### config.mk
export PLATFORM = sky130hd
export DESIGN_NAME = nand_page_ctrl
export DESIGN_NICKNAME = d
export VERILOG_FILES = /design/src/rtl/nand_page_pkg.sv /design/src/rtl/nand_step_rom.sv /design/src/rtl/nand_outcome_eval.sv /design/src/rtl/nand_delay_table.sv /design/src/rtl/nand_page_ctrl.sv
export SDC_FILE = /design/constraint.sdc
export NUM_CORES = 1
export LEC_CHECK = 0
export ABC_AREA = 1
export ABC_CLOCK_PERIOD_IN_PS = 3000
export BUFFER_PORTS_ARGS = -buffer_cell sky130_fd_sc_hd__buf_2
export CAP_MARGIN = 20
export CORE_AREA = 2 2 90 92
export DETAILED_ROUTE_END_ITERATION = 8
export DIE_AREA = 0 0 92 94
export PLACE_DENSITY = 0.86
export SYNTH_ARGS = -nofsm -noshare
export SYNTH_HDL_FRONTEND = slang
export SYNTH_SLANG_ARGS = --single-unit
### constraint.sdc
create_clock -name clk -period 3 [get_ports clk]
set_input_delay 0.3 -clock clk [delete_from_list [all_inputs] [get_ports clk]]
set_output_delay 0.3 -clock clk [all_outputs]
set_load 0.03 [all_outputs]
### src/rtl/nand_page_pkg.sv
package nand_page_pkg;

   typedef enum logic [1:0] {
      OP_RESET = 2'd0,
      OP_READ  = 2'd1,
      OP_PROG  = 2'd2,
      OP_ERASE = 2'd3
   } op_e;

   typedef enum logic [2:0] {
      RES_OK         = 3'd0,
      RES_PROG_FAIL  = 3'd1,
      RES_ERASE_FAIL = 3'd2,
      RES_ECC_UNCOR  = 3'd3,
      RES_TIMEOUT    = 3'd4
   } res_e;

   typedef enum logic [1:0] {
      STEP_CMD  = 2'd0,
      STEP_POLL = 2'd1,
      STEP_END  = 2'd2
   } kind_e;

   typedef enum logic [1:0] {
      ASRC_NONE = 2'd0,
      ASRC_ROW  = 2'd1,
      ASRC_COL  = 2'd2
   } asrc_e;

   typedef enum logic [1:0] {
      DIR_NONE = 2'd0,
      DIR_IN   = 2'd1,
      DIR_OUT  = 2'd2
   } dir_e;

   typedef struct packed {
      kind_e       kind;
      logic [7:0]  opcode;
      asrc_e       asrc;
      dir_e        dir;
      logic        quad;
      logic        use_dummy;
   } step_t;

   // device opcodes
   localparam logic [7:0] OPC_DEV_RESET   = 8'hFF;
   localparam logic [7:0] OPC_WREN        = 8'h06;
   localparam logic [7:0] OPC_ARRAY_READ  = 8'h13;
   localparam logic [7:0] OPC_CACHE_READ  = 8'h03;
   localparam logic [7:0] OPC_LOAD_CLR    = 8'h02;
   localparam logic [7:0] OPC_LOAD_KEEP   = 8'h84;
   localparam logic [7:0] OPC_LOAD4_CLR   = 8'h32;
   localparam logic [7:0] OPC_LOAD4_KEEP  = 8'h34;
   localparam logic [7:0] OPC_PROG_EXEC   = 8'h10;
   localparam logic [7:0] OPC_BLK_ERASE   = 8'hD8;

   localparam logic [1:0] ECC_UNCOR_CODE  = 2'b10;

endpackage

### src/rtl/nand_step_rom.sv
module nand_step_rom
   import nand_page_pkg::*;
#(
   parameter int STEP_W = 3
) (
   input  op_e               op,
   input  logic [STEP_W-1:0] idx,
   input  logic              keep,
   input  logic              quad,
   output step_t             step
);

   logic [7:0] load_opc;

   always_comb begin
      unique case ({quad, keep})
         2'b00:   load_opc = OPC_LOAD_CLR;
         2'b01:   load_opc = OPC_LOAD_KEEP;
         2'b10:   load_opc = OPC_LOAD4_CLR;
         default: load_opc = OPC_LOAD4_KEEP;
      endcase
   end

   always_comb begin
      step = '{kind: STEP_END, opcode: 8'h00, asrc: ASRC_NONE,
               dir: DIR_NONE, quad: 1'b0, use_dummy: 1'b0};
      unique case (op)
         OP_RESET: begin
            if (idx == STEP_W'(0)) begin
               step.kind   = STEP_CMD;
               step.opcode = OPC_DEV_RESET;
            end else if (idx == STEP_W'(1)) begin
               step.kind = STEP_POLL;
            end
         end
         OP_READ: begin
            if (idx == STEP_W'(0)) begin
               step.kind   = STEP_CMD;
               step.opcode = OPC_ARRAY_READ;
               step.asrc   = ASRC_ROW;
            end else if (idx == STEP_W'(1)) begin
               step.kind = STEP_POLL;
            end else if (idx == STEP_W'(2)) begin
               step.kind      = STEP_CMD;
               step.opcode    = OPC_CACHE_READ;
               step.asrc      = ASRC_COL;
               step.dir       = DIR_IN;
               step.use_dummy = 1'b1;
            end
         end
         OP_PROG: begin
            if (idx == STEP_W'(0)) begin
               step.kind   = STEP_CMD;
               step.opcode = OPC_WREN;
            end else if (idx == STEP_W'(1)) begin
               step.kind   = STEP_CMD;
               step.opcode = load_opc;
               step.asrc   = ASRC_COL;
               step.dir    = DIR_OUT;
               step.quad   = quad;
            end else if (idx == STEP_W'(2)) begin
               step.kind   = STEP_CMD;
               step.opcode = OPC_PROG_EXEC;
               step.asrc   = ASRC_ROW;
            end else if (idx == STEP_W'(3)) begin
               step.kind = STEP_POLL;
            end
         end
         default: begin
            if (idx == STEP_W'(0)) begin
               step.kind   = STEP_CMD;
               step.opcode = OPC_WREN;
            end else if (idx == STEP_W'(1)) begin
               step.kind   = STEP_CMD;
               step.opcode = OPC_BLK_ERASE;
               step.asrc   = ASRC_ROW;
            end else if (idx == STEP_W'(2)) begin
               step.kind = STEP_POLL;
            end
         end
      endcase
   end

endmodule

### src/rtl/nand_outcome_eval.sv
module nand_outcome_eval
   import nand_page_pkg::*;
#(
   parameter int ERASE_FAIL_BIT = 2,
   parameter int PROG_FAIL_BIT  = 3,
   parameter int ECC_LSB        = 4
) (
   input  op_e        op,
   input  logic [7:0] status,
   input  logic       timeout,
   output res_e       res
);

   generate
      if (ERASE_FAIL_BIT > 7 || PROG_FAIL_BIT > 7 || ECC_LSB > 6) begin : g_bad_bits
         $error("status bit position out of range");
      end
   endgenerate

   logic unused_status;
   assign unused_status = ^status;

   always_comb begin
      res = RES_OK;
      if (timeout) begin
         res = RES_TIMEOUT;
      end else begin
         unique case (op)
            OP_PROG:  if (status[PROG_FAIL_BIT])  res = RES_PROG_FAIL;
            OP_ERASE: if (status[ERASE_FAIL_BIT]) res = RES_ERASE_FAIL;
            OP_READ:  if (status[ECC_LSB+1 -: 2] == ECC_UNCOR_CODE) res = RES_ECC_UNCOR;
            default:  res = RES_OK;
         endcase
      end
   end

endmodule

### src/rtl/nand_delay_table.sv
module nand_delay_table
   import nand_page_pkg::*;
#(
   parameter int CLK_MHZ      = 125,
   parameter int DLY_W        = 16,
   parameter int RST_INIT_US  = 5,
   parameter int RST_STEP_US  = 5,
   parameter int RD_INIT_US   = 6,
   parameter int RD_STEP_US   = 5,
   parameter int WR_INIT_US   = 75,
   parameter int WR_STEP_US   = 15,
   parameter int ER_INIT_US   = 250,
   parameter int ER_STEP_US   = 50
) (
   input  op_e              op,
   output logic [DLY_W-1:0] init_dly,
   output logic [DLY_W-1:0] step_dly
);

   localparam longint RST_I = longint'(RST_INIT_US) * CLK_MHZ;
   localparam longint RST_S = longint'(RST_STEP_US) * CLK_MHZ;
   localparam longint RD_I  = longint'(RD_INIT_US)  * CLK_MHZ;
   localparam longint RD_S  = longint'(RD_STEP_US)  * CLK_MHZ;
   localparam longint WR_I  = longint'(WR_INIT_US)  * CLK_MHZ;
   localparam longint WR_S  = longint'(WR_STEP_US)  * CLK_MHZ;
   localparam longint ER_I  = longint'(ER_INIT_US)  * CLK_MHZ;
   localparam longint ER_S  = longint'(ER_STEP_US)  * CLK_MHZ;
   localparam longint DLY_MAX = (longint'(1) << DLY_W) - 1;

   generate
      if (RST_I > DLY_MAX || RST_S > DLY_MAX || RD_I > DLY_MAX || RD_S > DLY_MAX ||
          WR_I > DLY_MAX || WR_S > DLY_MAX || ER_I > DLY_MAX || ER_S > DLY_MAX) begin : g_dly_ovf
         $error("poll delay does not fit DLY_W");
      end
      if (CLK_MHZ < 1) begin : g_bad_clk
         $error("CLK_MHZ must be positive");
      end
   endgenerate

   always_comb begin
      unique case (op)
         OP_RESET: begin init_dly = DLY_W'(RST_I); step_dly = DLY_W'(RST_S); end
         OP_READ:  begin init_dly = DLY_W'(RD_I);  step_dly = DLY_W'(RD_S);  end
         OP_PROG:  begin init_dly = DLY_W'(WR_I);  step_dly = DLY_W'(WR_S);  end
         default:  begin init_dly = DLY_W'(ER_I);  step_dly = DLY_W'(ER_S);  end
      endcase
   end

endmodule

### src/rtl/nand_page_ctrl.sv
module nand_page_ctrl
   import nand_page_pkg::*;
#(
   parameter int ROW_BYTES    = 3,
   parameter int COL_BYTES    = 2,
   parameter int DUMMY_BYTES  = 1,
   parameter int LEN_W        = 13,
   parameter int DLY_W        = 16,
   parameter int CLK_MHZ      = 125,
   parameter int RST_INIT_US  = 5,
   parameter int RST_STEP_US  = 5,
   parameter int RD_INIT_US   = 6,
   parameter int RD_STEP_US   = 5,
   parameter int WR_INIT_US   = 75,
   parameter int WR_STEP_US   = 15,
   parameter int ER_INIT_US   = 250,
   parameter int ER_STEP_US   = 50,
   localparam int ROW_W       = 8 * ROW_BYTES,
   localparam int COL_W       = 8 * COL_BYTES
) (
   input  logic             clk,
   input  logic             rst_n,
   input  logic             req_valid,
   output logic             req_ready,
   input  logic [1:0]       req_op,
   input  logic [ROW_W-1:0] req_row,
   input  logic [COL_W-1:0] req_col,
   input  logic [LEN_W-1:0] req_len,
   input  logic             req_keep,
   input  logic             req_quad,
   output logic             seq_valid,
   output logic [7:0]       seq_opcode,
   output logic [ROW_W-1:0] seq_addr,
   output logic [1:0]       seq_addr_len,
   output logic [1:0]       seq_dummy_len,
   output logic [1:0]       seq_dir,
   output logic             seq_quad,
   output logic [LEN_W-1:0] seq_len,
   input  logic             seq_done,
   output logic             poll_start,
   output logic [DLY_W-1:0] poll_init_dly,
   output logic [DLY_W-1:0] poll_step_dly,
   input  logic             poll_done,
   input  logic [7:0]       poll_status,
   input  logic             poll_timeout,
   output logic             done,
   output logic [2:0]       result
);

   localparam int STEP_W = 3;

   generate
      if (ROW_BYTES > 3 || ROW_BYTES < COL_BYTES || COL_BYTES < 1) begin : g_bad_addr
         $error("address byte counts out of range");
      end
      if (DUMMY_BYTES > 3 || DUMMY_BYTES < 0) begin : g_bad_dummy
         $error("DUMMY_BYTES out of range");
      end
      if (LEN_W < 1) begin : g_bad_len
         $error("LEN_W must be positive");
      end
   endgenerate

   typedef enum logic [2:0] {
      S_IDLE, S_LAUNCH, S_WAIT_SEQ, S_WAIT_POLL, S_FINISH
   } state_e;

   state_e            state_q;
   op_e               op_q;
   logic [ROW_W-1:0]  row_q;
   logic [COL_W-1:0]  col_q;
   logic [LEN_W-1:0]  len_q;
   logic              keep_q;
   logic              quad_q;
   logic [STEP_W-1:0] idx_q;
   res_e              res_q;

   step_t             cur;
   res_e              poll_res;

   nand_step_rom #(.STEP_W(STEP_W)) u_rom (
      .op   (op_q),
      .idx  (idx_q),
      .keep (keep_q),
      .quad (quad_q),
      .step (cur)
   );

   nand_outcome_eval u_eval (
      .op      (op_q),
      .status  (poll_status),
      .timeout (poll_timeout),
      .res     (poll_res)
   );

   nand_delay_table #(
      .CLK_MHZ(CLK_MHZ), .DLY_W(DLY_W),
      .RST_INIT_US(RST_INIT_US), .RST_STEP_US(RST_STEP_US),
      .RD_INIT_US(RD_INIT_US),   .RD_STEP_US(RD_STEP_US),
      .WR_INIT_US(WR_INIT_US),   .WR_STEP_US(WR_STEP_US),
      .ER_INIT_US(ER_INIT_US),   .ER_STEP_US(ER_STEP_US)
   ) u_dly (
      .op       (op_q),
      .init_dly (poll_init_dly),
      .step_dly (poll_step_dly)
   );

   always_ff @(posedge clk) begin
      if (!rst_n) begin
         state_q <= S_IDLE;
         op_q    <= OP_RESET;
         row_q   <= '0;
         col_q   <= '0;
         len_q   <= '0;
         keep_q  <= 1'b0;
         quad_q  <= 1'b0;
         idx_q   <= '0;
         res_q   <= RES_OK;
      end else begin
         unique case (state_q)
            S_IDLE: begin
               if (req_valid) begin
                  op_q    <= op_e'(req_op);
                  row_q   <= req_row;
                  col_q   <= req_col;
                  len_q   <= req_len;
                  keep_q  <= req_keep;
                  quad_q  <= req_quad;
                  idx_q   <= '0;
                  res_q   <= RES_OK;
                  state_q <= S_LAUNCH;
               end
            end
            S_LAUNCH: begin
               unique case (cur.kind)
                  STEP_CMD:  state_q <= S_WAIT_SEQ;
                  STEP_POLL: state_q <= S_WAIT_POLL;
                  default:   state_q <= S_FINISH;
               endcase
            end
            S_WAIT_SEQ: begin
               if (seq_done) begin
                  idx_q   <= idx_q + STEP_W'(1);
                  state_q <= S_LAUNCH;
               end
            end
            S_WAIT_POLL: begin
               if (poll_done) begin
                  res_q <= poll_res;
                  if (poll_res != RES_OK) begin
                     state_q <= S_FINISH;
                  end else begin
                     idx_q   <= idx_q + STEP_W'(1);
                     state_q <= S_LAUNCH;
                  end
               end
            end
            default: state_q <= S_IDLE;
         endcase
      end
   end

   always_comb begin
      req_ready  = (state_q == S_IDLE);
      seq_valid  = (state_q == S_LAUNCH) && (cur.kind == STEP_CMD);
      poll_start = (state_q == S_LAUNCH) && (cur.kind == STEP_POLL);
      done       = (state_q == S_FINISH);
      result     = res_q;

      seq_opcode = cur.opcode;
      seq_dir    = cur.dir;
      seq_quad   = cur.quad;
      seq_len    = (cur.dir != DIR_NONE) ? len_q : '0;
      seq_dummy_len = cur.use_dummy ? 2'(DUMMY_BYTES) : 2'd0;

      unique case (cur.asrc)
         ASRC_ROW: begin
            seq_addr     = row_q;
            seq_addr_len = 2'(ROW_BYTES);
         end
         ASRC_COL: begin
            seq_addr     = ROW_W'(col_q);
            seq_addr_len = 2'(COL_BYTES);
         end
         default: begin
            seq_addr     = '0;
            seq_addr_len = 2'd0;
         end
      endcase
   end

endmodule

# [Yosys cells after proc, flatten, opt, wreduce, memory -nomap -nowiden]
# Index checks and enable logic that the tools add are counted.
# Widths: inputs -> output; s select.
[totals] reg_bits=66 elab_cells=99
[op_classes] add_sub_neg=1 n_eq_ne=20 mux=53 reduce_logical=16
[op_table] cell="$pmux 24 s2" count=1
[op_table] cell="$pmux 15 s3" count=1
[op_table] cell="$mux 12" count=3
[op_table] cell="$mux 3" count=11
[op_table] cell="$mux 10" count=3
[op_table] cell="$pmux 10 s3" count=1
[op_table] cell="$pmux 13 s2" count=1
[op_table] cell="$pmux 8 s3" count=1
[op_table] cell="$mux 2" count=11
[op_table] cell="$pmux 3 s3" count=2
[op_table] cell="$mux 14" count=1
[op_table] cell="$mux 13" count=1
[op_table] cell="$eq 3x2->1 const B" count=4
[op_table] cell="$pmux 3 s2" count=2
[op_table] cell="$pmux 3 s4" count=1
[op_table] cell="$eq 2x2->1 const B" count=5
[op_table] cell="$eq 2x1->1 const B" count=4
[op_table] cell="$mux 8" count=1
[op_table] cell="$ne 2x2->1 const B" count=4
[op_table] cell="$pmux 2 s2" count=2
[op_table] cell="$mux 1" count=7
[op_table] cell="$mux 7" count=1
[op_table] cell="$eq 3x1->1 const B" count=2
[op_table] cell="$logic_not 2->1" count=3
[op_table] cell="12 further kinds" count=17

# [Longest topological paths before layout]
[logic_depth] depth_word=9 ltp_mapped=17

# [Cells and area by module]
# A second synthesis with hierarchy kept.
[unflattened] hier_cells=540 area_unflattened_um2=3602.2
[modules_own_cells] mod="nand_page_ctrl" n_inst=1 cells_each=419 area_each_um2=2895.3
[modules_own_cells] mod="nand_step_rom" n_inst=1 cells_each=69 area_each_um2=356.6
[modules_own_cells] mod="nand_delay_table" n_inst=1 cells_each=42 area_each_um2=304.0
[modules_own_cells] mod="nand_outcome_eval" n_inst=1 cells_each=10 area_each_um2=46.3

# [Worst setup path after synthesis]
# Ideal clock, no wire load.
[synth_path] path_kind="reg2out" from="reg op_q[0]" to="out seq_addr[11]" arrival_time_ns=2.907 t_required_ns=2.700 slack_ns=-0.207 path_stages_with_launch=13 path_cell_list="dfxtp_1 -> ha_1 -> buf_2 -> inv_1 -> buf_2 -> nor2_1 -> a31oi_1 -> o31ai_1 -> inv_1 -> ha_1 -> clkbuf_1 -> clkbuf_1 -> a21oi_1"
[synth_between] elab_chain_len=4
[synth_lines] element="start, declared" line="nand_page_ctrl.sv:69" source="op_e op_q;"
[synth_lines] element="start signal, assigned" line="nand_page_ctrl.sv:123" source="op_q <= op_e'(req_op);"
[synth_lines] element="$eq 2x2->1 (tied with other cells)" line="nand_step_rom.sv:27" source="unique case (op)"
[synth_lines] element="$pmux 2 s3 *" line="nand_step_rom.sv:27"
[synth_lines] element="$eq 2x2->1 / $eq 2x1->1 (equally long branches)" line="nand_page_ctrl.sv:176" source="unique case (cur.asrc)"
[synth_lines] element="$pmux 24 s2 *" line="nand_page_ctrl.sv:176"
[synth_lines] element="end, declared" line="nand_page_ctrl.sv:33" source="output logic [ROW_W-1:0] seq_addr,"
# Every way passes the cells marked *; elsewhere a longest branch is shown, timed or not.

# [Final worst setup path]
[layout_path] from="reg op_q[1]" to="out seq_addr[4]"
# Same word-level chain as after synthesis.

==> impl_metrics.yaml <==
critical_path:
  critical_path.startpoint_type: "register"
  setup.worst_path.class: "reg2out"
  worst_setup_path_end_kind: "output port"
  worst-endpoint-arrival_ns: 2.54
  worstPathRequired_ns: 2.70
  critical_path.max_fanout: 24
placement:
  placement.setup.worst_slack_ns: 0.369
  dp_hpwl_mm: 7.21
  placement_stage_cell_area_um2: 4330
  gp_routability_congestion: 0.844
  place.port_buffers: 148
floorplanning:
  coreArea_um2: 7610
  core.rowCount: 32
  floorplan.io_pins: 162
  die_height_um: 94
  floorplan.die.width_um: 92
  floorplan.die_area_um2: 8650
  initial_utilization_pct: 47.6
layout:
  layout.area.seq_um2: 1330
  fillCellCount: 701
  area_delta_synth_final_pct: 30.3
  count_of_nets_after_finishing: 749
  drive_above_1_share_pct: 33.6
  total_area_of_multi_input_combinational_cells_um2: 1900
  final_design_area_no_fill_um2: 4720
  num_antenna_cells: 0
route:
  drtAntennaViolNets: 0
  drc_errors: 0
  num_vias: 3885
  first_iter_violations: 203
  detail_route.first_pass.iterations: 4
  detail_route.wl_per_cell_um: 13.1
  drt-total-wl_mm: 10.1
  vias_per_cell: 5.05
timing:
  fin_worst_skew_ns: 0.00756
  clock.fmax_mhz: 352
  finalHoldViolCount: 0
  final.setup.worst_slack_ns: 0.161
  finalWorstPathRequiredPeriod_ns: 2.84
  final_min_period_over_clock_period_pct: 94.6
  setup-tns-final_ns: 0
  timing.final.setup_violations: 0
  finalMaxSlewViolations: 0
pwr:
  design_power_total_uw: 4470
  vdd.ir_drop.worst_v: 0.000484
  power-per-cell-area_nw_per_um2: 948
  power.static_leakage_uw: 0.00226
clock_network:
  cts_buffer_depth: 2
  ctsHtreeMaxLevel: 3
  worst_setup_hold_path_clk_slew_ns: 0.08
  cts_sinks: 66
  tritoncts: "built"
  clk_root_buffer_cell: "clkbuf_8"
  worstSkewPairLatency_ns: 0.34
  cts-buffers-inserted: 9
run_status:
  status: "finished, final reports clean"
global_route:
  pin_count_of_the_biggest_net_entering_global_routing: 48
  grt_use_total_pct: 22.8
  antenna_found_initial: 0
  grt_pass1_wl_mm: 16.0
  vias_in_the_first_global_route: 3518
  gr-total-overflow: 0
logic_synthesis:
  synth_area_um2: 3620
  synthesized_netlist_cell_count: 535
  ys.warnings.count: 0
  synthDominantAreaCellType: "dfxtp_1"
  synth_area_per_cell_um2: 6.77
  synth_cell_type_count: 29
  synth.top_cell.area_share_pct: 36.5
  synth_sequential_area_ratio_pct: 36.5
  netlist_top_cells_area: "dfxtp_1, nand2_1, a21oi_1"
  ys_seq_elements: 66
flow_run:
  cap_violations: 0
worst_hold_path:
  hold_path.class: "in2reg"
[stage by stage]
stage / util (%) / cells / hold WS [ns]
floorplan: - / 542 / 0.429
global placement: 56.9 / 748 / 0.439
detailed placement: 56.9 / 748 / 0.448
CTS: 60.2 / 764 / 0.215
global route: 62.0 / 769 / 0.213
finish: 62.0 / 769 / 0.229
[sequential cells by signal, summed over array words and instances (netlist names)]
| name | count |
|---|---|
| op_q | 2 |
| keep_q | 1 |
| result | 3 |
| idx_q | 3 |
| col_q | 16 |
| len_q | 13 |
| quad_q | 1 |
| row_q | 24 |
| state_q | 3 |
[cell usage after synthesis]
library cell and count:
o211ai_1 3, conb_1 2, nand3b_1 1, buf_2 10, o21ai_0 22, nor2_1 35, a31oi_1 2, nor3_4 2
nand4_1 1, nand3_1 53, ha_1 16, clkbuf_1 20, a21oi_1 84, clkinv_1 1, buf_6 1, nor2_2 3
o31ai_1 1, inv_1 56, nand2_2 4, nand4_2 1, dfxtp_1 66, nor3_1 1, buf_4 24, buf_1 1
o22ai_1 1, nand2_1 118, o21ai_1 3, inv_2 2, a211oi_1 1
[final timing paths]
kind              startpoint     endpoint  slack (ns)  depth (start not counted)
setup / recovery     op_q[1]  seq_addr[4]        0.16                         12
hold reg to reg     len_q[9]     len_q[9]        0.45                          2
hold / removal    req_row[3]     row_q[3]        0.23                          3
setup reg to reg     op_q[1]   state_q[0]        1.13                         11
[cell usage in the layout, fill, tap and decap left out, drive strengths merged, types with 15 or more instances in the layout]
cell type  instances
a21oi             84
buf              160
clkbuf            15
dfxtp             66
ha                16
inv               59
nand2            122
nand3             53
nor2              38
o21ai             25
[kinds of logic after synthesis]
kind of cell    count (synthesis)  share of synthesized area [%]
simple gates                  219                           26.2
compound gates                117                           16.6
buf+inv                       115                           15.0
flops                          66                           36.5
fa+ha+maj                      16                           5.53
other cells                     2                          0.207
[routing by layer]
metal  vias to the layer above  wire (µm)  GRT usage [%]
li1                       1934          -              -
met1                      1778       4100           27.3
met2                       161       4970           38.8
met3                        12        906           6.74
met4                         0        122           8.21
met5                         -          0              0
[worst max-delay path, cell delays in order, from the launching register on]
cell and delay (ns):
dfxtp_1 0.45, inv_1 0.15, ha_1 0.29, inv_1 0.16, nor2_2 0.06, inv_1 0.08
nand2_2 0.07, nand2_2 0.11, ha_2 0.22, buf_12 0.16, nand2_1 0.08, a21oi_2 0.19
buf_6 0.16
[where the power goes]
group	internal [µW]	switching (µW)	leakage (µW)	total, µW
Clock	492	354	0.000109	846
Combinational	701	1670	0.00161	2370
Sequential	1110	146	0.000544	1260
Total	2300	2170	0.00226	4470
[final cells by class]
type | instances | share of cell area, %
Sequential cell | 66 | 28.1
Timing Repair Buffer | 165 | 19.4
Multi-Input combinational cell | 361 | 40.3
Tap cell | 102 | 2.70
Clock inverter | 6 | 1.88
Clock buffer | 10 | 2.92
Inverter | 59 | 4.69
[what timing repair did]
item / in CTS / in global routing
cloned: 0 / 1
hold endpoints to repair: 0 / 0
endpoints found under the setup margin: 14 / 25
resized for setup: 5 / 36
buffers inserted: 0 / 4
hold buffers: 0 / 0
pin swaps: 0 / 3
Note: power is estimated with default switching activity, not from simulation.
